File: src/rtl/nar_pkg.sv
package nar_pkg;

  typedef enum logic [2:0] {
    ST_SEED,
    ST_HID,
    ST_ACT,
    ST_OUT,
    ST_HOLD
  } nar_state_e;

  // Parameter word for ROM address a, scaled to q fractional bits.
  function automatic int rom_word(input int a, input int q);
    int raw;
    raw = ((a * 53 + 17) % 113) - 56;
    return raw * (1 << (q - 6));
  endfunction

endpackage

File: src/rtl/nar_rom.sv
module nar_rom #(
  parameter int N     = 16,
  parameter int Q     = 8,
  parameter int DEPTH = 91,
  localparam int AW   = $clog2(DEPTH)
) (
  input  logic [AW-1:0]       addr,
  output logic signed [N-1:0] data
);
  logic signed [N-1:0] mem [DEPTH];

  for (genvar a = 0; a < DEPTH; a++) begin : g_word
    assign mem[a] = N'(nar_pkg::rom_word(a, Q));
  end

  assign data = mem[addr];
endmodule

File: src/rtl/nar_mac.sv
module nar_mac #(
  parameter int N     = 16,
  parameter int Q     = 8,
  parameter int ACC_W = 22
) (
  input  logic signed [N-1:0]     op_a,
  input  logic signed [N-1:0]     op_b,
  input  logic signed [ACC_W-1:0] acc_in,
  output logic signed [ACC_W-1:0] acc_out
);
  localparam logic signed [2*N-1:0] HI = (2*N)'((1 << (N - 1)) - 1);
  localparam logic signed [2*N-1:0] LO = -HI - 1;

  logic signed [2*N-1:0] prod;
  logic signed [2*N-1:0] scaled;
  logic signed [N-1:0]   term;

  always_comb begin
    prod   = op_a * op_b;
    scaled = prod >>> Q;
    if (scaled > HI)      term = HI[N-1:0];
    else if (scaled < LO) term = LO[N-1:0];
    else                  term = scaled[N-1:0];
    acc_out = acc_in + ACC_W'(term);
  end
endmodule

File: src/rtl/nar_tanh_lut.sv
module nar_tanh_lut #(
  parameter int N = 16,
  parameter int Q = 8
) (
  input  logic signed [N-1:0] pre,
  output logic signed [N-1:0] act
);
  localparam int ONE  = 1 << Q;
  localparam int LIM  = 4 * ONE;
  localparam int SH   = Q - 4;
  localparam int STEP = 1 << SH;
  localparam int ENT  = (2 * LIM) / STEP;
  localparam int IW   = $clog2(ENT);

  function automatic int tanh_entry(input int i);
    real x;
    x = real'(-LIM + i * STEP + STEP / 2) / real'(ONE);
    return $rtoi($floor($tanh(x) * real'(ONE) + 0.5));
  endfunction

  logic signed [N-1:0] tab [ENT];
  for (genvar i = 0; i < ENT; i++) begin : g_tab
    assign tab[i] = N'(tanh_entry(i));
  end

  logic [IW-1:0] idx;

  always_comb begin
    idx = IW'((int'(pre) + LIM) >>> SH);
    if (int'(pre) >= LIM)      act = N'(ONE);
    else if (int'(pre) < -LIM) act = N'(-ONE);
    else                       act = tab[idx];
  end
endmodule

File: src/rtl/nar_engine.sv
module nar_engine #(
  parameter int N     = 16,
  parameter int Q     = 8,
  parameter int NTAPS = 16,
  parameter int NHID  = 5
) (
  input  logic                clk,
  input  logic                rst_n,
  input  logic                start,
  input  logic                in_valid,
  output logic                in_ready,
  input  logic signed [N-1:0] in_data,
  output logic                out_valid,
  input  logic                out_ready,
  output logic signed [N-1:0] out_data
);
  import nar_pkg::*;

  localparam int L0B   = 0;
  localparam int L0W   = NHID;
  localparam int L1B   = NHID + NHID * NTAPS;
  localparam int L1W   = L1B + 1;
  localparam int DEPTH = L1W + NHID;
  localparam int AW    = $clog2(DEPTH);
  localparam int CNT_W = $clog2(NTAPS + 1);
  localparam int TAP_W = $clog2(NTAPS);
  localparam int HID_W = (NHID > 1) ? $clog2(NHID) : 1;
  localparam int ACC_W = N + $clog2(NTAPS + 2) + 1;
  localparam logic signed [ACC_W-1:0] SAT_HI = ACC_W'((1 << (N - 1)) - 1);
  localparam logic signed [ACC_W-1:0] SAT_LO = -SAT_HI - 1;

  nar_state_e state;
  logic signed [N-1:0]     taps [NTAPS];
  logic signed [N-1:0]     hid  [NHID];
  logic signed [ACC_W-1:0] acc;
  logic [CNT_W-1:0]        cnt;
  logic [CNT_W-1:0]        cm1;
  logic [HID_W-1:0]        nidx;
  logic [CNT_W-1:0]        seed_cnt;

  logic [AW-1:0]           rom_addr;
  logic signed [N-1:0]     rom_data;
  logic signed [N-1:0]     mac_a;
  logic signed [ACC_W-1:0] mac_out;
  logic signed [N-1:0]     pre_act;
  logic signed [N-1:0]     act;

  function automatic logic signed [N-1:0] sat_n(input logic signed [ACC_W-1:0] v);
    if (v > SAT_HI)      return SAT_HI[N-1:0];
    else if (v < SAT_LO) return SAT_LO[N-1:0];
    else                 return v[N-1:0];
  endfunction

  assign in_ready = (state == ST_SEED);
  assign cm1      = (cnt == '0) ? '0 : cnt - 1'b1;
  assign pre_act  = sat_n(acc);

  // Operand and ROM address selection for the single MAC.
  always_comb begin
    if (state == ST_OUT) begin
      mac_a    = hid[cm1[HID_W-1:0]];
      rom_addr = (cnt == '0) ? AW'(L1B) : AW'(L1W + int'(cm1));
    end else begin
      mac_a    = taps[cm1[TAP_W-1:0]];
      rom_addr = (cnt == '0) ? AW'(L0B + int'(nidx))
                             : AW'(L0W + int'(nidx) * NTAPS + int'(cm1));
    end
  end

  nar_rom #(.N(N), .Q(Q), .DEPTH(DEPTH)) u_rom (
    .addr (rom_addr),
    .data (rom_data)
  );

  nar_mac #(.N(N), .Q(Q), .ACC_W(ACC_W)) u_mac (
    .op_a    (mac_a),
    .op_b    (rom_data),
    .acc_in  (acc),
    .acc_out (mac_out)
  );

  nar_tanh_lut #(.N(N), .Q(Q)) u_lut (
    .pre (pre_act),
    .act (act)
  );

  always_ff @(posedge clk or negedge rst_n) begin
    if (!rst_n) begin
      state     <= ST_SEED;
      acc       <= '0;
      cnt       <= '0;
      nidx      <= '0;
      seed_cnt  <= '0;
      out_valid <= 1'b0;
      out_data  <= '0;
      for (int i = 0; i < NTAPS; i++) taps[i] <= '0;
      for (int j = 0; j < NHID; j++)  hid[j]  <= '0;
    end else if (start) begin
      state     <= ST_SEED;
      seed_cnt  <= '0;
      out_valid <= 1'b0;
    end else begin
      unique case (state)
        ST_SEED: begin
          if (in_valid) begin
            for (int i = NTAPS - 1; i > 0; i--) taps[i] <= taps[i-1];
            taps[0] <= in_data;
            if (seed_cnt == CNT_W'(NTAPS - 1)) begin
              seed_cnt <= '0;
              cnt      <= '0;
              nidx     <= '0;
              state    <= ST_HID;
            end else begin
              seed_cnt <= seed_cnt + 1'b1;
            end
          end
        end
        ST_HID: begin
          acc <= (cnt == '0) ? ACC_W'(rom_data) : mac_out;
          if (cnt == CNT_W'(NTAPS)) state <= ST_ACT;
          else                      cnt   <= cnt + 1'b1;
        end
        ST_ACT: begin
          hid[nidx] <= act;
          cnt       <= '0;
          if (nidx == HID_W'(NHID - 1)) begin
            nidx  <= '0;
            state <= ST_OUT;
          end else begin
            nidx  <= nidx + 1'b1;
            state <= ST_HID;
          end
        end
        ST_OUT: begin
          acc <= (cnt == '0) ? ACC_W'(rom_data) : mac_out;
          if (cnt == CNT_W'(NHID)) begin
            out_data  <= sat_n(mac_out);
            out_valid <= 1'b1;
            state     <= ST_HOLD;
          end else begin
            cnt <= cnt + 1'b1;
          end
        end
        ST_HOLD: begin
          if (out_ready) begin
            for (int i = NTAPS - 1; i > 0; i--) taps[i] <= taps[i-1];
            taps[0]   <= out_data;
            out_valid <= 1'b0;
            cnt       <= '0;
            nidx      <= '0;
            state     <= ST_HID;
          end
        end
        default: state <= ST_SEED;
      endcase
    end
  end
endmodule

File: config.mk
export PLATFORM = sky130hd
export DESIGN_NAME = nar_engine
export DESIGN_NICKNAME = d
export VERILOG_FILES = /design/src/rtl/nar_pkg.sv /design/src/rtl/nar_rom.sv /design/src/rtl/nar_mac.sv /design/src/rtl/nar_tanh_lut.sv /design/src/rtl/nar_engine.sv
export SDC_FILE = /design/constraint.sdc
export NUM_CORES = 1
export LEC_CHECK = 0
export ABC_CLOCK_PERIOD_IN_PS = 24800
export CORE_MARGIN = 1
export CORE_UTILIZATION = 34
export CTS_CLUSTER_SIZE = 20
export DETAILED_ROUTE_END_ITERATION = 10
export SLEW_MARGIN = 30
export SYNTH_ARGS = -nofsm -noshare
export SYNTH_HDL_FRONTEND = slang
export SYNTH_HIERARCHICAL = 1
export SYNTH_SLANG_ARGS = --single-unit
export TNS_END_PERCENT = 1
File: constraint.sdc
create_clock -name clk -period 24.8 [get_ports clk]
set_input_delay 6.2 -clock clk [delete_from_list [all_inputs] [get_ports clk]]
set_output_delay 6.2 -clock clk [all_outputs]
set_load 0.02 [all_outputs]
==> results.json, run 1 <==
{
  "status": "finished, final reports clean",
  "timing.critical_path.slowest_cell_delay_ns": 0.89,
  "max-cap-violations": 0,
  "route.detailed.wl_per_inst_um": 18.22,
  "place.port_buffers": 38,
  "detail_route.first_pass.iterations": 5,
  "die_x_um": 308.9,
  "setup_total_negative_slack_ns": 0,
  "share_of_cells_above_drive_strength_1": 0.1748,
  "post-route-min-period_ns": 16.67,
  "period_share": 0.6722,
  "fp.dieArea_um2": 95410,
  "synth_area_per_cell_um2": 10.08,
  "tritoncts": "yes",
  "synth_area_um2": 32020,
  "ys.warnings.count": 6,
  "fp.coreArea_um2": 93330,
  "die_h_um": 308.9,
  "tightest_slew_ns": 0.9590,
  "overflow": 0,
  "std_cell_rows": 112,
  "timing.critical_path.required_ns": 25.26,
  "most-common-layout-cells": "sky130_fd_sc_hd__dfrtp_1 (390), sky130_fd_sc_hd__nand2_1 (341), sky130_fd_sc_hd__mux2_2 (330)",
  "drt-vias-per-instance": 5.179,
  "timing.final.hold_violations": 0,
  "critPathLaunchType": "register",
  "dp_cells": 4327,
  "post_synth_inst_count": 3178,
  "dp_hpwl_mm": 56.23,
  "clock_transition_at_the_registers_of_the_reported_paths_ns": 0.06,
  "timing_worst_setup_path_type": "register to register",
  "grt_setup_unrepaired": "false",
  "gp_congestion": 0.8980,
  "globalRouteTotalUtil": 0.1712,
  "layout.cells.most_common": "sky130_fd_sc_hd__dfrtp_1",
  "grt_first_pass_wirelength_mm": 129.8,
  "post-route-cell-area_um2": 35010,
  "top_usage_layer": "met2",
  "post_cts_resized": 0,
  "finClkSkew_ns": 0.01394,
  "vias": 22823,
  "final_max_slew_viol_count": 0,
  "fmax_ghz": 0.05998,
  "cts_setup_buffers": 0,
  "residual_drc_count": 0,
  "grt_use_met1": 0.2398,
  "clock_latency_ns": 0.56,
  "detail_route.iter0.violations": 1676,
  "floorplan.initialDensity": 0.3431,
  "critical_path_peak_fanout": 27,
  "non_filler_cells_in_the_finished_layout": 4407,
  "clock_tree.buffer_depth": 3,
  "crit_path_frequent_cell": "sky130_fd_sc_hd__fa_1",
  "cts.root.buffer_cell": "sky130_fd_sc_hd__clkbuf_16",
  "met2_resource_use_gr": 0.2742,
  "number_of_antenna_violations_at_the_first_check_in_global_routing": 1,
  "worstPathArrival_ns": 17.13,
  "grt_pass1_vias": 22998,
  "relSlewSlack": 0.3606,
  "worst_path_max_delay_cell": "sky130_fd_sc_hd__clkinv_1",
  "dpl_cell_area_um2": 33540,
  "largest_net_degree_at_the_start_of_global_routing": 170,
  "gr-usage-met3": 0.02158,
  "holdCritPathClass": "register to register",
  "number_of_nets_in_the_layout": 3537,
  "tritoncts.num_buffers": 42,
  "areaGrowthSynthToFinish_pct": 9.335,
  "cts-hold-fix-buffers": 0,
  "clkSinkCount": 391,
  "timing.final.setup_violations": 0,
  "route.final.wire_length_mm": 80.27,
  "detail-route-antenna-nets": 0,
  "count_of_boundary_i_o_pins": 39,
  "htree_num_levels": 2,
  "crit_path_end_kind": "register"
}
[final timing paths]
kind                                            end  slack, ns           startpoint  depth (start not counted)
max                        out_data[12]$_DFFE_PN0P_       8.13   cnt[0]$_DFFE_PN0P_                         56
min in group asynchronous      taps[62]$_DFFE_PN0P_       5.50                rst_n                          1
min                             hid[17]$_DFFE_PN0P_       0.50  hid[17]$_DFFE_PN0P_                          1
max in group asynchronous       hid[57]$_DFFE_PN0P_      17.78                rst_n                          3
min reg2reg                     hid[17]$_DFFE_PN0P_       0.50  hid[17]$_DFFE_PN0P_                          1
max reg2reg                out_data[12]$_DFFE_PN0P_       8.13   cnt[0]$_DFFE_PN0P_                         56
[per-layer routing]
layer  share of wire  up-vias
met4           0.030        0
met5               0        -
met1            0.47    11536
met2            0.46      516
met3           0.043      116
li1                -    10655
[worst max-delay path: cells and delay by family, from the launching register on]
family / cells / cell delay [ns]
compound gates: 21 / 5.83
xor+xnor: 2 / 0.33
fa+ha+maj: 12 / 5.22
buf+inv: 10 / 2.37
flops: 1 / 0.82
mux: 3 / 0.60
simple gates: 8 / 1.39
[per-stage QoR]
step                      worst slack (ns)    util  hold slack, ns
final                                8.129  0.3751          0.5001
after CTS                            8.195  0.3744          0.5029
after floorplan                      9.841       -          0.4710
after global placement               8.251  0.3592          0.4834
after detailed placement             8.220  0.3594          0.4830
after global routing                 7.163  0.3751          0.5144
[final cells by class]
cell class / instances / area (um2)
multi-input cells: 2264 / 20140
diodes: 1 / 2.502
fillers: 9324 / 58320
clock buffers: 67 / 1276
inverters: 322 / 1209
flip-flops and latches: 391 / 9786
repair buffers: 98 / 904.6
well taps: 1254 / 1569
clock inverters: 10 / 126.4
[flip-flops by register name, indices dropped and copies added, names as in the netlist]
register and count:
taps 256, hid 80, acc 22, out_data 16
cnt 5, seed_cnt 5, nidx 3, state 3
out_valid 1
Power of run 1 is left out: the tool's default activity adds up to more than one toggle a clock period on the data nets, which glitch-free logic cannot reach.
==> run 2: changes to the inputs <==
ABC_CLOCK_PERIOD_IN_PS = 17100   (was 24800)
clock period = 17.1 ns   (was 24.8 ns; I/O delays follow)
==> run 2 against run 1 <==
Net effect:
- maximum frequency increased by 7.3%
- first-iteration DRC count increased by 7.8%
- design area grew 0.29%
- flip-flop and latch count is the same
- routed wire length barely moved
- global-route usage is 0.086 points higher
- register-to-register slack got worse by 6.6 ns
- final cell count up 0.16%
- die area is the same
==> results.json, run 2 (synthesis results as in run 1) <==
{
  "post-route-min-period_ns": 15.54,
  "largestRegisters": "taps x256, hid x80, acc x22",
  "relSlewSlack": 0.3463,
  "grt_setup_unrepaired": "false",
  "globalRouteTotalUtil": 0.1720,
  "post_cts_resized": 0,
  "crit_path_end_kind": "register",
  "min_delay_path_depth": 1,
  "layout.cells.most_common": "sky130_fd_sc_hd__dfrtp_1",
  "die_x_um": 308.9,
  "dpl_worst_slack_ns": 1.672,
  "critical_path_peak_fanout": 26,
  "regToRegSetupSlack_ns": 1.56,
  "fp.dieArea_um2": 95410,
  "worst_r2r_startpoint": "cnt[0]$_DFFE_PN0P_",
  "holdCritPathClass": "register to register",
  "min_setup_slack_post_route_ns": 1.564,
  "setup_total_negative_slack_ns": 0,
  "timing.final.hold_violations": 0,
  "number_of_antenna_violations_at_the_first_check_in_global_routing": 2,
  "clock_transition_at_the_registers_of_the_reported_paths_ns": 0.06,
  "htree_num_levels": 2,
  "std_cell_rows": 112,
  "largest_register": "taps",
  "period_share": 0.9086,
  "antennaDiodeCount": 0,
  "tritoncts": "yes",
  "timing.critical_path.slowest_cell_delay_ns": 0.91,
  "timing.critical_path.required_ns": 17.57,
  "place.port_buffers": 38,
  "max-cap-violations": 0,
  "areaGrowthSynthToFinish_pct": 9.651,
  "clock_latency_ns": 0.56,
  "drt-vias-per-instance": 5.163,
  "detail-route-antenna-nets": 0,
  "worst_path_max_delay_cell": "sky130_fd_sc_hd__fa_1",
  "cts.root.buffer_cell": "sky130_fd_sc_hd__clkbuf_16",
  "detail_route.iter0.violations": 1807,
  "timing_worst_setup_path_type": "register to register",
  "timing.rr.end": "out_data[1]$_DFFE_PN0P_",
  "num-fill-cells": 9346,
  "vias": 22789,
  "hold_path_endpoint": "hid[18]$_DFFE_PN0P_",
  "cts-hold-fix-buffers": 0,
  "tritoncts.num_buffers": 42,
  "worstPathArrival_ns": 16.00,
  "route.detailed.wl_per_inst_um": 18.20,
  "timing.final.setup_violations": 0,
  "status": "finished, final reports clean",
  "grt_pass1_vias": 23084,
  "route.final.wire_length_mm": 80.32,
  "count_of_boundary_i_o_pins": 39,
  "gp_congestion": 0.8893,
  "overflow": 0,
  "largest_net_degree_at_the_start_of_global_routing": 110,
  "die_h_um": 308.9,
  "tightest_slew_ns": 0.9774,
  "most-common-layout-cells": "sky130_fd_sc_hd__dfrtp_1 (390), sky130_fd_sc_hd__nand2_1 (341), sky130_fd_sc_hd__mux2_2 (330)",
  "number_of_nets_in_the_layout": 3547,
  "share_of_cells_above_drive_strength_1": 0.1766,
  "grt_first_pass_wirelength_mm": 130.5,
  "hold_start": "hid[18]$_DFFE_PN0P_",
  "fp.coreArea_um2": 93330,
  "fmax_ghz": 0.06437,
  "final_max_slew_viol_count": 0,
  "clkSinkCount": 391,
  "residual_drc_count": 0,
  "clock_tree.buffer_depth": 3,
  "flip_flop_count_of_the_largest_register_after_layout": 256,
  "rr_worst_depth": 53,
  "finClkSkew_ns": 0.01341,
  "detail_route.first_pass.iterations": 5,
  "cts_setup_buffers": 0,
  "dp_hpwl_mm": 57.27,
  "crit_path_frequent_cell": "sky130_fd_sc_hd__fa_1",
  "critPathLaunchType": "register",
  "floorplan.initialDensity": 0.3431
}
-- run 2: cell count changes in the layout (fill, tap and decap cells not counted), sizes merged --
cell	delta
buf	+10
diode	-1
bufinv	+3
clkinv	-4
clkinvlp	+1
clkbuf	-2
-- run 2: critical path: cells and delay by family (launching register included) --
family / cells / cell delay, ns
DFF: 1 / 0.54
AOI/OAI and AO/OA: 20 / 5.68
xor gates and xnor gates: 2 / 0.31
adders and majority gates: 12 / 5.43
buffers and inverters: 9 / 1.20
and+or+nand+nor: 9 / 2.17
muxes: 1 / 0.08
-- run 2: final cells by class --
class                   count  area [um2]  share of cell area
multi-input cells        2264       20140              0.5735
flip-flops and latches    391        9786              0.2787
well taps                1254        1569             0.04469
clock buffers              65        1259             0.03585
inverters                 322        1209             0.03442
repair buffers            108       952.2             0.02712
clock inverters            10       200.2            0.005701
-- run 2: through the flow --
| step | cell area, um2 | hold WS (ns) | std cells | util |
|---|---|---|---|---|
| 2_1_floorplan | 32030 | 0.4710 | 3179 | - |
| 3_3_place_gp | 33600 | 0.4805 | 4337 | 0.3600 |
| 3_5_place_dp | 33630 | 0.4840 | 4338 | 0.3603 |
| 4_1_cts | 35090 | 0.4997 | 4413 | 0.3760 |
| 5_1_grt | 35110 | 0.5128 | 4414 | 0.3762 |
| 6_report | 35110 | 0.4965 | 4414 | 0.3762 |
-- run 2: worst max-delay path by stage --
stage	end	from	slack (ns)	depth (start not counted)
after CTS	out_data[3]$_DFFE_PN0P_	cnt[0]$_DFFE_PN0P_	1.60	53
final	out_data[1]$_DFFE_PN0P_	cnt[0]$_DFFE_PN0P_	1.56	53
after global routing	out_data[8]$_DFFE_PN0P_	cnt[0]$_DFFE_PN0P_	0.45	53
after floorplan	out_data[0]$_DFFE_PN0P_	cnt[0]$_DFFE_PN0P_	2.14	63
after detailed placement	out_data[1]$_DFFE_PN0P_	cnt[0]$_DFFE_PN0P_	1.67	53
after global placement	out_data[3]$_DFFE_PN0P_	cnt[0]$_DFFE_PN0P_	1.56	53
-- run 2: per-layer routing --
metal,global-route usage,vias to the layer above,part of all wire
li1,-,10664,-
met1,0.2403,11591,0.47
met2,0.2738,402,0.46
met3,0.02521,132,0.041
met4,0.05503,0,0.030
met5,0,-,0
Power of run 2 is left out for the same reason.
